### src/rtl/srp_pkg.sv
package srp_pkg;
  typedef struct packed {
    logic shiftIn;
    logic hdrLatch;
    logic wrCommit;
    logic loadOut;
    logic shiftOut;
  } srpStrobes_t;
endpackage

### src/rtl/srp_sync.sv
module srp_sync #(
  parameter int WIDTH = 1,
  parameter int STAGES = 2,
  parameter logic [WIDTH-1:0] RESET_VAL = '0
) (
  input  logic             clk,
  input  logic             rstN,
  input  logic [WIDTH-1:0] din,
  output logic [WIDTH-1:0] dout
);
  logic [WIDTH-1:0] stageQ [STAGES];

  always_ff @(posedge clk or negedge rstN) begin
    if (!rstN) begin
      for (int s = 0; s < STAGES; s++) stageQ[s] <= RESET_VAL;
    end else begin
      stageQ[0] <= din;
      for (int s = 1; s < STAGES; s++) stageQ[s] <= stageQ[s-1];
    end
  end

  assign dout = stageQ[STAGES-1];
endmodule

### src/rtl/srp_ctrl.sv
module srp_ctrl
  import srp_pkg::*;
#(
  parameter int HDR_W = 8,
  parameter int FRAME_BITS = 16,
  parameter int CNT_W = 5
) (
  input  logic             clk,
  input  logic             rstN,
  input  logic             enSync,
  input  logic             clkSync,
  input  logic             hdrRead,
  input  logic             hdrMatch,
  output srpStrobes_t      strobes,
  output logic [CNT_W-1:0] bitCnt,
  output logic             riseEdge,
  output logic             fallEdge,
  output logic             dataOe
);
  localparam logic [CNT_W-1:0] HDR_LAST = CNT_W'(HDR_W - 1);
  localparam logic [CNT_W-1:0] HDR_DONE = CNT_W'(HDR_W);
  localparam logic [CNT_W-1:0] FRM_LAST = CNT_W'(FRAME_BITS - 1);
  localparam logic [CNT_W-1:0] FRM_DONE = CNT_W'(FRAME_BITS);

  logic clkPrev;
  logic frameOn;
  logic cntFall;

  always_ff @(posedge clk or negedge rstN) begin
    if (!rstN) clkPrev <= 1'b0;
    else       clkPrev <= clkSync;
  end

  assign fallEdge = clkPrev & ~clkSync;
  assign riseEdge = ~clkPrev & clkSync;
  assign frameOn  = ~enSync;
  assign cntFall  = frameOn && fallEdge && (bitCnt < FRM_DONE);

  always_comb begin
    strobes          = '0;
    strobes.shiftIn  = cntFall;
    strobes.hdrLatch = cntFall && (bitCnt == HDR_LAST);
    strobes.wrCommit = cntFall && (bitCnt == FRM_LAST) && !hdrRead && hdrMatch;
    strobes.loadOut  = frameOn && riseEdge && (bitCnt == HDR_DONE) &&
                       hdrRead && hdrMatch && !dataOe;
    strobes.shiftOut = frameOn && riseEdge && dataOe;
  end

  always_ff @(posedge clk or negedge rstN) begin
    if (!rstN) begin
      bitCnt <= '0;
      dataOe <= 1'b0;
    end else if (!frameOn) begin
      bitCnt <= '0;
      dataOe <= 1'b0;
    end else begin
      if (cntFall) bitCnt <= bitCnt + 1'b1;
      if (strobes.loadOut) dataOe <= 1'b1;
    end
  end
endmodule

### src/rtl/srp_datapath.sv
module srp_datapath
  import srp_pkg::*;
#(
  parameter int NUM_REGS = 16,
  parameter int DATA_W = 8,
  parameter int ID_W = 3,
  parameter int ADDR_W = 4,
  parameter int HDR_W = 8,
  parameter logic [ID_W-1:0] DEV_ID = 3'd5
) (
  input  logic        clk,
  input  logic        rstN,
  input  srpStrobes_t strobes,
  input  logic        dataSync,
  output logic        hdrRead,
  output logic        hdrMatch,
  output logic        outBit
);
  localparam int SH_W = (HDR_W > DATA_W) ? HDR_W : DATA_W;

  logic [DATA_W-1:0] regBank [NUM_REGS];
  logic [SH_W-1:0]   shiftReg;
  logic [SH_W-1:0]   nextShift;
  logic [HDR_W-1:0]  hdr;
  logic [DATA_W-1:0] outShift;
  logic [ADDR_W-1:0] hdrAddr;
  logic [ID_W-1:0]   hdrId;

  assign nextShift = {shiftReg[SH_W-2:0], dataSync};
  assign hdrRead   = hdr[HDR_W-1];
  assign hdrId     = hdr[HDR_W-2 -: ID_W];
  assign hdrAddr   = hdr[ADDR_W-1:0];
  assign hdrMatch  = (hdrId == DEV_ID);
  assign outBit    = outShift[DATA_W-1];

  always_ff @(posedge clk or negedge rstN) begin
    if (!rstN) begin
      shiftReg <= '0;
      hdr      <= '0;
    end else begin
      if (strobes.shiftIn)  shiftReg <= nextShift;
      if (strobes.hdrLatch) hdr      <= nextShift[HDR_W-1:0];
    end
  end

  for (genvar g = 0; g < NUM_REGS; g++) begin : gRegs
    always_ff @(posedge clk or negedge rstN) begin
      if (!rstN) regBank[g] <= '0;
      else if (strobes.wrCommit && (hdrAddr == ADDR_W'(g)))
        regBank[g] <= nextShift[DATA_W-1:0];
    end
  end

  always_ff @(posedge clk or negedge rstN) begin
    if (!rstN) outShift <= '0;
    else if (strobes.loadOut)  outShift <= regBank[hdrAddr];
    else if (strobes.shiftOut) outShift <= {outShift[DATA_W-2:0], 1'b0};
  end
endmodule

### src/rtl/serial_reg_port.sv
module serial_reg_port
  import srp_pkg::*;
#(
  parameter int NUM_REGS = 16,
  parameter int DATA_W = 8,
  parameter int ID_W = 3,
  parameter logic [ID_W-1:0] DEV_ID = 3'd5,
  parameter int SYNC_STAGES = 2
) (
  input  logic clk,
  input  logic rstN,
  input  logic frameEnN,
  input  logic serClk,
  input  logic serDataIn,
  output logic serDataOut,
  output logic serDataOe
);
  localparam int ADDR_W     = $clog2(NUM_REGS);
  localparam int HDR_W      = 1 + ID_W + ADDR_W;
  localparam int FRAME_BITS = HDR_W + DATA_W;
  localparam int CNT_W      = $clog2(FRAME_BITS + 1);

  logic             enSync, clkSync, dataSync;
  logic             hdrRead, hdrMatch, outBit, dataOe;
  logic             riseEdge, fallEdge;
  logic [CNT_W-1:0] bitCnt;
  srpStrobes_t      strobes;

  srp_sync #(.WIDTH(3), .STAGES(SYNC_STAGES), .RESET_VAL(3'b100)) u_sync (
    .clk(clk), .rstN(rstN),
    .din({frameEnN, serClk, serDataIn}),
    .dout({enSync, clkSync, dataSync})
  );

  srp_ctrl #(.HDR_W(HDR_W), .FRAME_BITS(FRAME_BITS), .CNT_W(CNT_W)) u_ctrl (
    .clk(clk), .rstN(rstN), .enSync(enSync), .clkSync(clkSync),
    .hdrRead(hdrRead), .hdrMatch(hdrMatch), .strobes(strobes),
    .bitCnt(bitCnt), .riseEdge(riseEdge), .fallEdge(fallEdge), .dataOe(dataOe)
  );

  srp_datapath #(.NUM_REGS(NUM_REGS), .DATA_W(DATA_W), .ID_W(ID_W),
                 .ADDR_W(ADDR_W), .HDR_W(HDR_W), .DEV_ID(DEV_ID)) u_dp (
    .clk(clk), .rstN(rstN), .strobes(strobes), .dataSync(dataSync),
    .hdrRead(hdrRead), .hdrMatch(hdrMatch), .outBit(outBit)
  );

  assign serDataOut = outBit;
  assign serDataOe  = dataOe;
endmodule

### config.mk
export PLATFORM = sky130hd
export DESIGN_NAME = serial_reg_port
export DESIGN_NICKNAME = d
export VERILOG_FILES = /design/src/rtl/srp_pkg.sv /design/src/rtl/srp_sync.sv /design/src/rtl/srp_ctrl.sv /design/src/rtl/srp_datapath.sv /design/src/rtl/serial_reg_port.sv
export SDC_FILE = /design/constraint.sdc
export NUM_CORES = 1
export LEC_CHECK = 0
export BUFFER_PORTS_ARGS = -buffer_cell sky130_fd_sc_hd__buf_2
export CORE_MARGIN = 5
export CORE_UTILIZATION = 35
export DETAILED_ROUTE_END_ITERATION = 16
export GPL_TIMING_DRIVEN = 0
export PLACE_DENSITY = 0.55
export SLEW_MARGIN = 20
export SYNTH_ARGS = -nofsm -noshare
export SYNTH_HDL_FRONTEND = slang
export SYNTH_SLANG_ARGS = --single-unit
export TNS_END_PERCENT = 30
### constraint.sdc
create_clock -name clk -period 2.7 [get_ports clk]
set_input_delay 0.135 -clock clk [delete_from_list [all_inputs] [get_ports clk]]
set_output_delay 0.135 -clock clk [all_outputs]
set_load 0.01 [all_outputs]
Word-level counts from Yosys, hierarchy flattened
Cells that the tools add are included.

word-level totals
  register bits after elaboration = 164
  bits of input ports = 5
  output and inout bits = 2
  logic and storage cells = 95

operators by class
  add/subtract/negate cells = 1
  magnitude comparators = 2
  eq/ne operators = 19
  muxes and demuxes = 9
  bitwise logic cells = 6
  reduce and logical (&&, ||, !) cells = 34

operators with widths
  cell                                                 count
  binary-select mux 8 bit (select 4 bit)               1
  equality test 4 bit, second input constant           8
  two-way mux 8 bit                                    4
  logical AND 1 bit                                    28
  equality test 4 x 3 -> 1 bit, second input constant  4
  equality test 5 x 4 -> 1 bit, second input constant  2
  two-way mux 5 bit                                    2
  equality test 4 x 2 -> 1 bit, second input constant  2
  nonzero test 2 bit                                   3
  adder 5 x 1 -> 5 bit, second input constant          1
  equality test 5 x 3 -> 1 bit, second input constant  1
  >= comparator 5 bit, second input constant           1
  < comparator 5 bit, second input constant            1
  NOT 4 -> 5 bit                                       1
  equality test 4 x 1 -> 1 bit, second input constant  1
  zero test 4 bit                                      1
  equality test 3 bit, second input constant           1
  NOT 1 bit                                            3
  AND 1 bit                                            2
  zero test 1 bit                                      2
  two-way mux 1 bit                                    2

Longest topological paths before layout
Gate-level depths: netlist (run 1).

  depth after elaboration = 9
  gate-level depth with buffers = 8
  depth with buffers taken out = 7

Cells and area by module
Synthesis (run 1) repeated with hierarchy kept, for this count alone.

second synthesis, totals
  cells, all modules = 488
  area, all modules = 7497.2 µm²

by module, submodules not included
  module        times used  cells an instance  area each (µm²)  sequential area each (µm²)
  srp_datapath  1           434                6900.4           3778.6
  srp_ctrl      1           45                 421.7            175.2
  srp_sync      1           9                  175.2            152.6

Least setup slack after synthesis (run 1)
No wires, ideal clock.

  path kind = reg-to-reg
  start = register u_sync.stageQ (netlist bit u_sync.dout[2])
  end = register u_dp.regBank[104] in the netlist's numbering
  library setup time = 125 ps
  arrival time = 2399 ps
  required time = 2575 ps
  path slack = 176 ps
  stages on the path, launching flop included = 7
  buffers on the path = 2
  clock period less this slack = 2524 ps
  cells stage by stage = dfstp_2 -> buf_6 -> or4b_4 -> or4b_1 -> buf_2 -> nor3b_4 -> mux2_2

between the ends
  word-level cells in the longest chain between the ends = 7

ends and longest elaborated chain
  what                             RTL line            text
  from (decl)                      srp_sync.sv:11      logic [WIDTH-1:0] stageQ [STAGES];
  NOT 1 bit                        srp_ctrl.sv:36      assign frameOn = ~enSync;
  logical AND 1 bit (2 in series)  srp_ctrl.sv:37      assign cntFall = frameOn && fallEdge && (bitCnt < FRM_DONE);
  logical AND 1 bit (3 in series)  srp_ctrl.sv:43      strobes.wrCommit = cntFall && (bitCnt == FRM_LAST) && !hdrRead && hdrMatch;
  logical AND 1 bit                srp_datapath.sv:49  else if (strobes.wrCommit && (hdrAddr == ADDR_W'(g)))
  to (signal, indexed assignment)  srp_datapath.sv:50  regBank[g] <= nextShift[DATA_W-1:0];
  to (decl)                        srp_datapath.sv:21  logic [DATA_W-1:0] regBank [NUM_REGS];

Every way passes these cells.
A chain may end at the register's enable or synchronous reset.

Worst setup path in the final report (run 1)
  start = register u_sync.stageQ (netlist bit u_sync.dout[2])
  end = register u_dp.regBank[111] in the netlist's numbering

Same word-level chain as after synthesis.

==> results of run 1 <==
==> critical path, stage by stage (launching register included) <==
cell	delay (ns)
sky130_fd_sc_hd__dfstp_2	0.36
sky130_fd_sc_hd__buf_6	0.13
sky130_fd_sc_hd__or4b_4	0.57
sky130_fd_sc_hd__or4b_1	0.59
sky130_fd_sc_hd__buf_6	0.17
sky130_fd_sc_hd__nor3b_4	0.23
sky130_fd_sc_hd__buf_12	0.17
sky130_fd_sc_hd__mux2_2	0.33
==> through the flow <==
stage | std cells | util | hold WS (ns) | setup slack, ns | setup TNS [ns]
floorplan | 516 | - | -0.1606 | 0.1762 | 0
global placement | 797 | 0.3740 | 0.2436 | -0.9477 | -167.87
detailed placement | 798 | 0.3758 | 0.2011 | -0.3835 | -19.63
CTS | 836 | 0.4105 | 0.3310 | -0.1266 | -3.207
global route | 839 | 0.4146 | 0.3416 | -0.04252 | -0.4029
finish | 839 | 0.4146 | 0.3151 | 0.01390 | 0
==> synth_stat cells, drive strengths merged <==
| cell type | instances |
|---|---|
| nand4b | 1 |
| and3b | 2 |
| nor2b | 6 |
| nor4 | 4 |
| or4b | 2 |
| xor2 | 2 |
| nand2b | 3 |
| nor3b | 3 |
| nand2 | 36 |
| a31oi | 8 |
| nor4bb | 1 |
| inv | 6 |
| or4bb | 1 |
| and3 | 2 |
| mux2i | 5 |
| ha | 3 |
| buf | 11 |
| nand4 | 1 |
| a21oi | 2 |
| nand3 | 15 |
| xnor2 | 1 |
| mux4 | 30 |
| o21ai | 1 |
| nand3b | 9 |
| a22o | 7 |
| nor3 | 2 |
| a22oi | 1 |
| or3b | 2 |
| o211ai | 2 |
| clkbuf | 23 |
| mux2 | 150 |
| o21ba | 1 |
| dfrtp | 162 |
| dfstp | 2 |
| nor2 | 9 |
==> repair_timing <==
| item | CTS | global route |
|---|---|---|
| pin swaps | 2 | 3 |
| hold buffers | 4 | 0 |
| resized for setup | 13 | 12 |
| endpoints found under the hold margin | 90 | 0 |
| buffers inserted | 2 | 3 |
| endpoints found under the setup margin | 129 | 127 |
==> registers in the layout, summed over array words and instances (netlist names), 3 cells and up <==
signal and cells:
u_dp.regBank 128, u_dp.hdr 8, u_dp.outShift 8, u_dp.shiftReg 7, u_ctrl.bitCnt 5, u_sync.dout 3
u_sync.stageQ 3
==> final cells by class <==
cell class              instances  area [um^2]  area share
repair buffers                 16        170.2     0.01952
well taps                     275        344.1     0.03948
multi-input cells             312         3294      0.3780
clock buffers                  19        442.9     0.05082
plain buffers                  34        162.7     0.01866
flip-flops and latches        164         4106      0.4711
clock inverters                13        172.7     0.01981
inverters                       6        22.52    0.002584
==> per-layer routing <==
metal,track usage,wire (um)
met5,0,0
met4,0.03347,157
met3,0.03236,409
met2,0.2435,8585
met1,0.2043,7878
==> kinds of logic after synthesis <==
| kind of cell | after synthesis |
|---|---|
| and+or+nand+nor | 99 |
| buffers and inverters | 40 |
| muxes | 185 |
| xor gates and xnor gates | 3 |
| AOI/OAI and AO/OA | 22 |
| adders and majority gates | 3 |
| DFF | 164 |
==> power by group <==
part	total, uW	switching, uW	internal, uW	leakage (uW)
Sequential	2510	23.2	2490	0.00227
Clock	2520	1020	1500	0.000293
Combinational	266	211	54.2	0.00148
==> path summary, 6_finish.rpt <==
check | start | end | slack (ns)
max in group asynchronous | rstN | u_sync.dout[2] | 1.53
min in group clk | serDataIn | u_sync.stageQ[3] | 0.34
min reg2reg | u_sync.stageQ[5] | u_sync.dout[2] | 0.36
max reg2reg | u_sync.dout[2] | u_dp.regBank[111] | 0.01
min | rstN | u_dp.regBank[50] | 0.32
max | u_sync.dout[2] | u_dp.regBank[111] | 0.01
==> results summary, run 1 <==
The flow ran to the end, and the final reports show no timing, DRC or antenna violations. The post-synth net total came out at 524. In the synthesized netlist, the number of instances is 516. In this run the cell area measured after placement is approximately 7900 um^2. The actual slew at the worst max-slew pin came out at around 0.83 ns. The maximum ir drop on the vdd rail came out at between 0.3 and 0.4 mV. The first global-routing pass estimated ~27 mm of wire. The power per cell area came out at between 600 and 700 nW/um^2. The final antenna diode count is 0.

The number of placed I/O pins came out at 7. Counting cells, the worst reg-to-reg path comes to 7. The proportion of synthesized chip area in sequential cells came out at 0.5485. The remaining design rule violation count came out at 0. Dividing the detail-routed via count by the number of cells gives between 5 and 6.

The total number of H-tree levels is 4. Of the total synthesized cell area, the portion taken by AND, OR, NAND and NOR gates is 0.07754. The count of state elements after synthesis is between 150 and 200. The netlist area before placement is 7487 um^2. The leftover overflow at the end of global routing came out at 0. The growth of design area from synthesis to finish is 16.41%. The critical path is of the register to register type. The number of clock buffers added by TritonCTS is 17. In the layout the commonest cells are sky130_fd_sc_hd__dfrtp_1, sky130_fd_sc_hd__mux2_2, sky130_fd_sc_hd__nand2_1, sky130_fd_sc_hd__mux4_2, sky130_fd_sc_hd__clkbuf_1. By area the synthesized netlist is led by sky130_fd_sc_hd__dfrtp_1, sky130_fd_sc_hd__mux2_2, sky130_fd_sc_hd__mux4_2.

The number of library cell types mapped by synthesis is 42. The clock tree root driver cell is sky130_fd_sc_hd__clkbuf_16. After detailed routing, the average wire length per cell comes to a little over 20 um.

The final number of hold-violating endpoints is 0. The aggregate global-route resource usage is 0.1487. The clock passes through at most 2 buffers.

The critical path capture point type is a register. By area, the combinational part of the netlist is dominated by multiplexers. The critical-path maximum fanout is 10. The cell taking the most area after synthesis is sky130_fd_sc_hd__dfrtp_1. The vertical die dimension is between 150 and 200 um. At the worst endpoint, the arrival time is about 3.0 ns. For this design the static power due to leakage is roughly 0.0040 uW. Headroom to the max-slew limit came out at 0.4460. The clock sink count came out at 164. The top achievable clock speed came out at between 300 and 400 MHz.

The multiplexer area fraction after synthesis is 0.3225. The count of warnings emitted by yosys is 0. The detailed placement HPWL came out at 11.36 mm. The clock latency reported for the late side of the worst-skew pair came out at about 0.43 ns.

The number of antenna-violating nets in the routed design is 0. The largest net degree at the start of global routing is between 80 and 90. The worst endpoint required time came out at between 3 and 4 ns. Row generation in the floorplan step produced 53 rows. The post-layout minimum cycle time is roughly 2.7 ns. The number of DRC markers in iteration 0 is around 270. The synthesized-area fraction occupied by ao, oa, aoi and oai cells was 0.02122. The CTS clock-pin slew for the worst setup and hold paths is around 0.070 ns. The starting density of the core came out at 0.3562.

The number of max-capacitance violations reported is 0. The CTS tree is done. The count of filler cells inserted in the layout is 1895. Of the post-synthesis cell area, the dominant cell type holds 0.5414. The min-delay analysis places its worst path in the category input pin to asynchronous set/reset pin. The final layout net count is ~560.

The first-pass iteration count of the detailed router is 4. The post-route standard cell area excluding fillers came out at 8716 um^2. The share of cells above drive strength 1 came out at 0.4557.

The overall power of the completed layout is 5296 uW. The mean area per synthesized cell came out at roughly 15 um^2. Setup repair after global routing could not meet its margin everywhere. Detailed routing inserted a total of between 4000 and 5000 vias. From left edge to right edge, the die measures 156.3 um.

The xor and xnor area share after synthesis came out at 0.003509. At the end of routability-driven placement, the weighted congestion stood at between 0.7 and 0.8. The number of antenna violations at the first check in global routing was 0. The routed design has around 17 mm of wire. The most frequent standard cell in the layout excluding fill and tap cells is sky130_fd_sc_hd__dfrtp_1. The core region is ~21000 um^2. The number of port buffers came out at 6.

The count of endpoints failing setup in the final report came out at 0. The die footprint is 24420 um^2. Of the total synthesized cell area, the portion taken by full adders, half adders and majority gates is 0.005013.

The number of global-route vias before repair is 4648. On the final layout, the worst clock skew is slightly above 0.01 ns. The part of the cycle the worst path needs is 0.9949.

The sort of element at the start of the critical path is a register. The final-report max-slew violation count is 0.
No activity file was read; power rests on OpenSTA's default activity.
==> run 2: changes to the inputs <==
--- a/config.mk
+++ b/config.mk
@@ -5,6 +5,7 @@
 export SDC_FILE = /design/constraint.sdc
 export NUM_CORES = 1
 export LEC_CHECK = 0
+export ABC_AREA = 1
 export BUFFER_PORTS_ARGS = -buffer_cell sky130_fd_sc_hd__buf_2
 export CORE_MARGIN = 5
 export CORE_UTILIZATION = 35
==> results summary, run 2 <==
The worst register-to-register path begins at u_ctrl.bitCnt[1]. The mean area per synthesized cell came out at 8.027 um^2 (-45%). The total number of placement rows is 54 (+1.9%).

The clock latency reported for the late side of the worst-skew pair was 0.43 ns (about the same). The fraction of registers with async set or reset after synthesis came to 1.000 (unchanged). The cell depth of the worst flop-to-flop path came out at 10 (+3). Leaving out fill and tap cells, the most frequent cell in the layout is sky130_fd_sc_hd__nand2_1.

The detailed placement HPWL came to 14.75 mm (+30%). The startpoint of the most critical setup path is u_ctrl.bitCnt[1]. The post-synth net total is 958 (+83%). The cell area reported after detailed placement is 8071 um^2 (+2.2%). The final layout net count came out at 989 (+77%).

The total leakage power came to 0.004247 uW (+5.2%). The endpoint arrival time on the critical path came to 2.54 ns (-0.46 ns). The first-pass iteration count of the detailed router is 5 (+1). The most frequent cell after synthesis is sky130_fd_sc_hd__nand2_1. The number of antenna-violating nets in the routed design is 0 (unchanged). The count of state elements after synthesis came out at 164 (unchanged). The number of port buffers came out at 6 (unchanged). The share of cells above drive strength 1 was 0.09859 (-0.3571). Setup repair after global routing left no endpoint under its margin. The count of endpoints failing setup in the final report is 0 (unchanged). The post-CTS setup repair buffer count came to 0 (-2).

The placer congestion estimate is 0.8487 (+11%). The count of mapped cells out of synthesis is 950 (+84%). In this run the worst hold path is classified as input pin to asynchronous set/reset pin. The final antenna diode count is 0 (unchanged). The count of warnings emitted by yosys came out at 0 (unchanged). After synthesis, the most frequently instantiated cells are sky130_fd_sc_hd__nand2_1, sky130_fd_sc_hd__dfrtp_1, sky130_fd_sc_hd__o21ai_0, sky130_fd_sc_hd__o21ai_1, sky130_fd_sc_hd__nor2_1. The remaining design rule violation count came out at 0 (unchanged). The fraction of synthesized cell area taken by the top area cell type is 0.5316 (-0.009861). The final number of hold-violating endpoints is 0 (unchanged). The final total negative setup slack is 0 ns (unchanged). The largest registers in the layout are u_dp.regBank: 128 flops, u_dp.hdr: 8 flops, u_dp.outShift: 8 flops. The worst setup path is captured at a register. The number of placed I/O pins is 7 (unchanged). The proportion of synthesized chip area in sequential cells is 0.5385 (-0.009988). The power per cell area came out at 588.8 nW/um^2 (-3.1%).

The top achievable clock speed is 440.4 MHz (+18%). The number of antenna violations at the first check in global routing was 0 (unchanged). The number of library cell types mapped by synthesis came to 25 (-40%). The width of the chip was 157.6 um (+0.86%). The capturing point of the worst reg2reg path is u_dp.regBank[55].

The number of global-route vias before repair is 6074 (+31%). The actual slew at the worst max-slew pin is 0.8032 ns (-0.02787 ns). The clock sink count is 164 (unchanged). The part of the cycle the worst path needs is 0.8410 (-0.1538). By area the synthesized netlist is led by sky130_fd_sc_hd__dfrtp_1, sky130_fd_sc_hd__nand2_1, sky130_fd_sc_hd__o21ai_0.

The critical-path maximum fanout came out at 10 (unchanged). The core footprint came out at 21620 um^2 (+2.9%). The CTS clock-pin slew for the worst setup and hold paths came to 0.07 ns (about the same). The final-report max-slew violation count came out at 0 (unchanged).

Clock tree synthesis selected as its root buffer the cell sky130_fd_sc_hd__clkbuf_16. The aggregate global-route resource usage came out at 0.1823 (+0.03359). The CTS tree is done.

u_dp.regBank holds more flip-flops than any other register. The wire length of the first global-routing pass came out at 34.36 mm (+26%). The critical path is of the register to register type.

The leftover overflow at the end of global routing is 0 (unchanged). The number of enable flip-flop cells after synthesis came out at 0 (unchanged). The worst setup path endpoint is u_dp.regBank[55]. The run finished with clean final reports. The number of flip-flops in the largest register came to 128 (unchanged).

The worst endpoint required time came out at 2.97 ns (-0.04 ns). The final routed wire length divided by cell count was 16.84 um (-17%). The total number of H-tree levels came to 4 (unchanged).

The top cell types in the final layout, fill and taps aside, are sky130_fd_sc_hd__nand2_1, sky130_fd_sc_hd__dfrtp_1, sky130_fd_sc_hd__o21ai_0. The number of max-capacitance violations reported came to 0 (unchanged). The netlist area before placement came out at 7626 um^2 (+1.9%). The post-route standard cell area excluding fillers is 8656 um^2 (-0.69%). The starting density of the core came to 0.3527 (-0.003449). The most used flip-flop cell after synthesis is sky130_fd_sc_hd__dfrtp_1. The cell taking the most area after synthesis is sky130_fd_sc_hd__dfrtp_1.

The maximum clock skew at final layout is 0.009750 ns (-0.0003442 ns). The die footprint came out at 24840 um^2 (+1.7%). The total via count after detailed routing is 6236 (+43%).

The post-layout minimum cycle time is 2.271 ns (-0.4154 ns). The reg-to-reg setup timing slack came out at 0.43 ns (+0.42 ns). The headroom to the max-slew limit came to 0.4646 (+0.01858). The largest buffer count on any clock path is 2 (unchanged). The vertical die dimension is 157.6 um (+0.86%). The worst hold slack across all endpoints was 0.1946 ns (-0.1205 ns). The number of DRC markers in iteration 0 came out at 477 (+76%). The worst setup path is launched from a register. The growth of design area from synthesis to finish came out at 13.50%. The number of buffers inserted during clock tree synthesis is 17 (unchanged). The final routed wirelength across all metal layers is 21.46 mm (+26%). The maximum ir drop on the vdd rail came out at 0.4515 mV (+28%). The post-route core utilization is 0.4003 (-0.01427). The largest net degree at the start of global routing is 64 (-28%). The via density per instance is 4.895 (-5.6%).
[run 2: changes by cell type in the layout (fill, tap and decap cells not counted), moves of 9 or more]
cell / before / now
sky130_fd_sc_hd__nand2_1: 30 / 446
sky130_fd_sc_hd__mux2_2: 150 / 0
sky130_fd_sc_hd__o21ai_0: 1 / 82
sky130_fd_sc_hd__o21ai_1: 0 / 66
sky130_fd_sc_hd__inv_1: 6 / 41
sky130_fd_sc_hd__nor2_1: 8 / 43
sky130_fd_sc_hd__mux4_2: 30 / 0
sky130_fd_sc_hd__buf_6: 2 / 16
sky130_fd_sc_hd__o21ai_2: 0 / 14
sky130_fd_sc_hd__nand2_4: 0 / 10
sky130_fd_sc_hd__nand3_1: 14 / 23
sky130_fd_sc_hd__nand3b_1: 9 / 0
[run 2: metrics by stage]
stage	instances	total power, uW	setup WS [ns]
global placement	1236	2863	-1.233
detailed placement	1238	2874	0.3878
floorplan	950	2667	0.8998
CTS	1274	5149	0.3680
finish	1274	5097	0.4293
global route	1274	5271	0.2103
[run 2: worst min-delay path by stage]
stage | startpoint | to | slack, ns | cells past startpoint
after floorplan | rstN | u_ctrl.bitCnt[0] | -0.16 | 0
after global placement | serClk | u_sync.stageQ[4] | 0.25 | 1
after detailed placement | rstN | u_sync.stageQ[3] | 0.05 | 1
after CTS | rstN | u_dp.outShift[0] | 0.20 | 2
after global routing | rstN | u_sync.stageQ[3] | 0.22 | 2
final | rstN | u_sync.stageQ[3] | 0.19 | 2
[run 2: where the power goes]
group          switching, uW  total, uW  internal (uW)
Clock                   1060       2270           1220
Combinational            279        320           40.5
Sequential              15.6       2500           2490
Total                   1350       5100           3740
[run 2: what timing repair did]
action                                 CTS  global route
hold buffers                             4             0
resized for setup                        0             0
endpoints found under the hold margin   99             0
[run 2: critical path, cell delays in order (launching register included)]
cell and delay (ns):
sky130_fd_sc_hd__dfrtp_1 0.38, sky130_fd_sc_hd__ha_1 0.15, sky130_fd_sc_hd__inv_1 0.06, sky130_fd_sc_hd__nor3_1 0.16, sky130_fd_sc_hd__ha_1 0.19, sky130_fd_sc_hd__nand2_2 0.07, sky130_fd_sc_hd__nor3_4 0.40, sky130_fd_sc_hd__nand2_1 0.33
sky130_fd_sc_hd__buf_6 0.24, sky130_fd_sc_hd__nand2_1 0.05, sky130_fd_sc_hd__o21ai_0 0.08
[run 2: layer usage]
metal | GRT usage | part of all wire | vias to the layer above
li1 | - | - | 3060
met1 | 0.2612 | 0.48 | 3020
met5 | 0 | 0 | -
met3 | 0.02843 | 0.037 | 26
met2 | 0.2848 | 0.46 | 130
met4 | 0.05858 | 0.018 | 0
[run 2: layout make-up]
class | count | area [um^2]
clock buffer | 19 | 442.9
buffer | 44 | 311.5
multi-input combinational | 698 | 3043
tap | 280 | 350.3
fill | 2312 | 12960
clock inverter | 13 | 101.3
timing repair buffer | 12 | 135.1
sequential | 164 | 4106
inverter | 44 | 165.2
[run 2: cell families (layout without fill, tap and decap cells)]
group	after synthesis	in the layout	synth area share
buffers and inverters	88	132	0.06251
adder cells (fa/ha/maj)	3	3	0.004923
AO/OA/AOI/OAI	165	165	0.1153
flip-flops	164	164	0.5385
AND/OR/NAND/NOR	530	530	0.2788
==> run 3: changes to the inputs <==
--- a/config.mk
+++ b/config.mk
@@ -11,7 +11,7 @@
 export CORE_UTILIZATION = 35
 export DETAILED_ROUTE_END_ITERATION = 16
 export GPL_TIMING_DRIVEN = 0
-export PLACE_DENSITY = 0.55
+export PLACE_DENSITY = 0.57
 export SLEW_MARGIN = 20
 export SYNTH_ARGS = -nofsm -noshare
 export SYNTH_HDL_FRONTEND = slang
==> constraint.sdc (replaced) <==
create_clock -name clk -period 2 [get_ports clk]
set_input_delay 0.1 -clock clk [delete_from_list [all_inputs] [get_ports clk]]
set_output_delay 0.1 -clock clk [all_outputs]
set_load 0.01 [all_outputs]
==> results summary, run 3 (synthesized netlist as in run 2, its figures left out) <==
The flow ran to the end, but the final reports show violations. The growth of design area from synthesis to finish came out at 23.74%. The worst endpoint required time came to 2.29 ns (-0.68 ns).

The placer congestion estimate is 0.9072 (+6.9%). The worst setup margin came out at -0.001137 ns (-0.4304 ns). The final routed wire length divided by cell count came out at 16.88 um (+0.21%).

The total leakage power is 0.004472 uW (+5.3%). The number of placed I/O pins came out at 7 (unchanged). The total number of placement rows came out at 54 (unchanged). The delay of the slowest critical-path stage came out at 0.39 ns (about the same). The actual slew at the worst max-slew pin came to 0.9169 ns (+0.1137 ns). The share of cells above drive strength 1 is 0.1929 (+0.09429). The part of the power in combinational logic is 0.062 (about the same). The count of endpoints failing setup in the final report came to 2 (+2). The CTS clock-pin slew for the worst setup and hold paths is 0.07 ns (about the same). The count of filler cells inserted in the layout is 2154 (-6.8%). The clock sink count is 164 (unchanged). The detailed placement HPWL came out at 14.34 mm (-2.8%).

The tightest min-delay check is of the input pin to asynchronous set/reset pin type. The post-route core utilization is 0.4365 (+0.03611). The checks that failed: setup timing. Setup repair after global routing could not meet its margin everywhere. The cell area reported after detailed placement came to 8044 um^2 (-0.34%). The power per cell area is 757.0 nW/um^2 (+29%). The critical-path maximum fanout came out at 8 (-2). Traced cell by cell, the critical path runs through ha_2, inv_2, nor3_2, ha_2, nand2_2, nor3_4, buf_12, clkbuf_16, nand2_8, buf_8, nand2_2, o21ai_1. Leaving out fill and tap cells, the most frequent cell in the layout is sky130_fd_sc_hd__nand2_1.

The remaining design rule violation count came to 0 (unchanged). The post-route standard cell area excluding fillers is 9437 um^2 (+9.0%). The final layout net count is 1006 (+1.7%). The final routed wirelength across all metal layers came out at 21.79 mm (+1.6%). STA classifies the critical path startpoint as a register. The core footprint came out at 21620 um^2 (unchanged).

The portion of total power attributed to the clock network is 0.465 (+0.019). STA classifies the critical path endpoint as a register. The clock latency reported for the late side of the worst-skew pair is 0.43 ns (about the same).

In this run the clock root is driven by a sky130_fd_sc_hd__clkbuf_16. The largest net degree at the start of global routing is 92 (+44%). The number of max-capacitance violations reported came out at 0 (unchanged). The cell internal power dissipation came out at 5277 uW (+41%). The headroom to the max-slew limit is 0.3888 (-0.07580).

The total via count after detailed routing came to 6369 (+2.1%). The sequential power share came out at 0.473 (-0.018). Leaving out fill and tap cells, the most frequent cells in the layout are sky130_fd_sc_hd__nand2_1, sky130_fd_sc_hd__dfrtp_1, sky130_fd_sc_hd__o21ai_0.

The critical path is of the register to register type. The first-pass iteration count of the detailed router came out at 5 (unchanged). The via density per instance is 4.933 (+0.79%). The wire length of the first global-routing pass is 34.15 mm (-0.60%). The largest buffer count on any clock path came out at 2 (unchanged).

The endpoint arrival time on the critical path came to 2.29 ns (-0.25 ns). The aggregate global-route resource usage is 0.1793 (-0.002998). The leftover overflow at the end of global routing came to 0 (unchanged). The final-report max-slew violation count came out at 0 (unchanged).

TritonCTS built the clock tree. The post-layout minimum cycle time is 2.001 ns (-0.2696 ns). The maximum clock skew at final layout came out at 0.008404 ns (-0.001346 ns). In this run the critical register-to-register path is launched from u_ctrl.bitCnt[1]. The die footprint is 24840 um^2 (unchanged). The startpoint of the most critical setup path is u_ctrl.bitCnt[1].

The number of global-route vias before repair is 6125 (+0.84%). Ranked by flip-flop count, first place goes to u_dp.regBank. The width of the chip is 157.6 um (unchanged).

The number of port buffers was 6 (unchanged). The slowest stage of the critical path is the sky130_fd_sc_hd__dfrtp_1 cell. The final number of hold-violating endpoints was 0 (unchanged). The number of buffers inserted during clock tree synthesis came to 17 (unchanged).

The cell depth of the worst flop-to-flop path is 12 (+2). Broken down by cell family, the worst path's largest delay share belongs to buffers and inverters. The maximum ir drop on the vdd rail is 0.4190 mV (-7.2%). The number of antenna violations at the first check in global routing came out at 0 (unchanged). The number of antenna-violating nets in the routed design came out at 0 (unchanged). The number of DRC markers in iteration 0 came out at 502 (+5.2%).

The net switching power of the design came out at 1866 uW (+38%). The final antenna diode count is 0 (unchanged). The switching part of the total is 0.2612 (-0.004216). The part of the cycle the worst path needs came out at 1.001 (+0.1596).

The starting density of the core came out at 0.3527 (unchanged). The top achievable clock speed is 499.7 MHz (+13%). The sum of buffers and inverters on the critical path is 4 (+2). The count of cell instances traversed by the critical path came out at 12 (+2). In the final layout, the registers with the most flip-flops are u_dp.regBank: 128 flops, u_dp.hdr: 8 flops, u_dp.outShift: 8 flops. The vertical die dimension is 157.6 um (unchanged). The number of flip-flops in the largest register came to 128 (unchanged).

The total number of H-tree levels is 4 (unchanged).
-- run 3: cell types whose count changed in the layout (fill, tap and decap cells not counted), sizes merged --
| cell | delta |
|---|---|
| buf | +5 |
| clkinv | -2 |
| bufinv | +2 |
| inv | +2 |
| clkbuf | +10 |
-- run 3: cell type report --
| class | instances | area [um^2] | area share |
|---|---|---|---|
| Sequential cell | 164 | 4106 | 0.4352 |
| Multi-Input combinational cell | 698 | 3407 | 0.3610 |
| Timing Repair Buffer | 32 | 474.2 | 0.05025 |
| Clock buffer | 17 | 425.4 | 0.04508 |
| Tap cell | 280 | 350.3 | 0.03713 |
| Buffer | 41 | 340.3 | 0.03606 |
| Clock inverter | 15 | 167.7 | 0.01777 |
| Inverter | 44 | 165.2 | 0.01750 |
-- run 3: metrics by stage --
stage	setup WS, ns	hold slack (ns)	std cells	total power [uW]	TNS (ns)
global route	-0.09900	0.2949	1291	7387	-2.613
CTS	-0.06941	0.2614	1273	7183	-1.208
floorplan	0.1998	-0.1956	950	3600	0
detailed placement	-0.2478	0.1236	1237	3859	-14.89
finish	-0.001137	0.2296	1291	7143	-0.001535
global placement	-1.880	0.2081	1236	3849	-318.59
-- run 3: worst register-to-register path: stages (launching register included) --
cell,delay [ns]
sky130_fd_sc_hd__dfrtp_1,0.39
sky130_fd_sc_hd__ha_2,0.19
sky130_fd_sc_hd__inv_2,0.05
sky130_fd_sc_hd__nor3_2,0.11
sky130_fd_sc_hd__ha_2,0.19
sky130_fd_sc_hd__nand2_2,0.06
sky130_fd_sc_hd__nor3_4,0.14
sky130_fd_sc_hd__buf_12,0.17
sky130_fd_sc_hd__clkbuf_16,0.21
sky130_fd_sc_hd__nand2_8,0.09
sky130_fd_sc_hd__buf_8,0.15
sky130_fd_sc_hd__nand2_2,0.05
sky130_fd_sc_hd__o21ai_1,0.06
-- run 3: per-layer routing --
metal	track usage	up-vias	part of all wire
li1	-	3117	-
met1	0.2558	3058	0.46
met2	0.2823	158	0.47
met3	0.02570	36	0.052
met4	0.05940	0	0.024
met5	0	-	0
-- run 3: path summary, 6_finish.rpt --
| check | slack, ns | endpoint |
|---|---|---|
| setup / recovery | -0.001 | u_dp.regBank[94] |
| hold / removal | 0.23 | u_dp.regBank[31] |
| setup reg to reg | -0.001 | u_dp.regBank[94] |
| hold reg to reg | 0.35 | u_sync.dout[1] |
| max in group asynchronous | 0.90 | u_dp.regBank[58] |
| min in group clk | 0.30 | u_sync.stageQ[4] |
-- run 3: repair_timing --
item	CTS	global route
pin swaps	1	2
hold buffers	4	0
endpoints found under the hold margin	74	0
gates cloned	0	11
buffers inserted	1	9
resized for setup	5	112
endpoints found under the setup margin	136	143
-- run 3: power groups by stage --
| stage | logic [uW] | clock network [uW] | registers, uW |
|---|---|---|---|
| finish | 446 | 3320 | 3380 |
| global route | 489 | 3520 | 3380 |
| CTS | 427 | 3380 | 3380 |
| detailed placement | 418 | 0 | 3440 |
| global placement | 408 | 0 | 3440 |
| floorplan | 164 | 0 | 3440 |
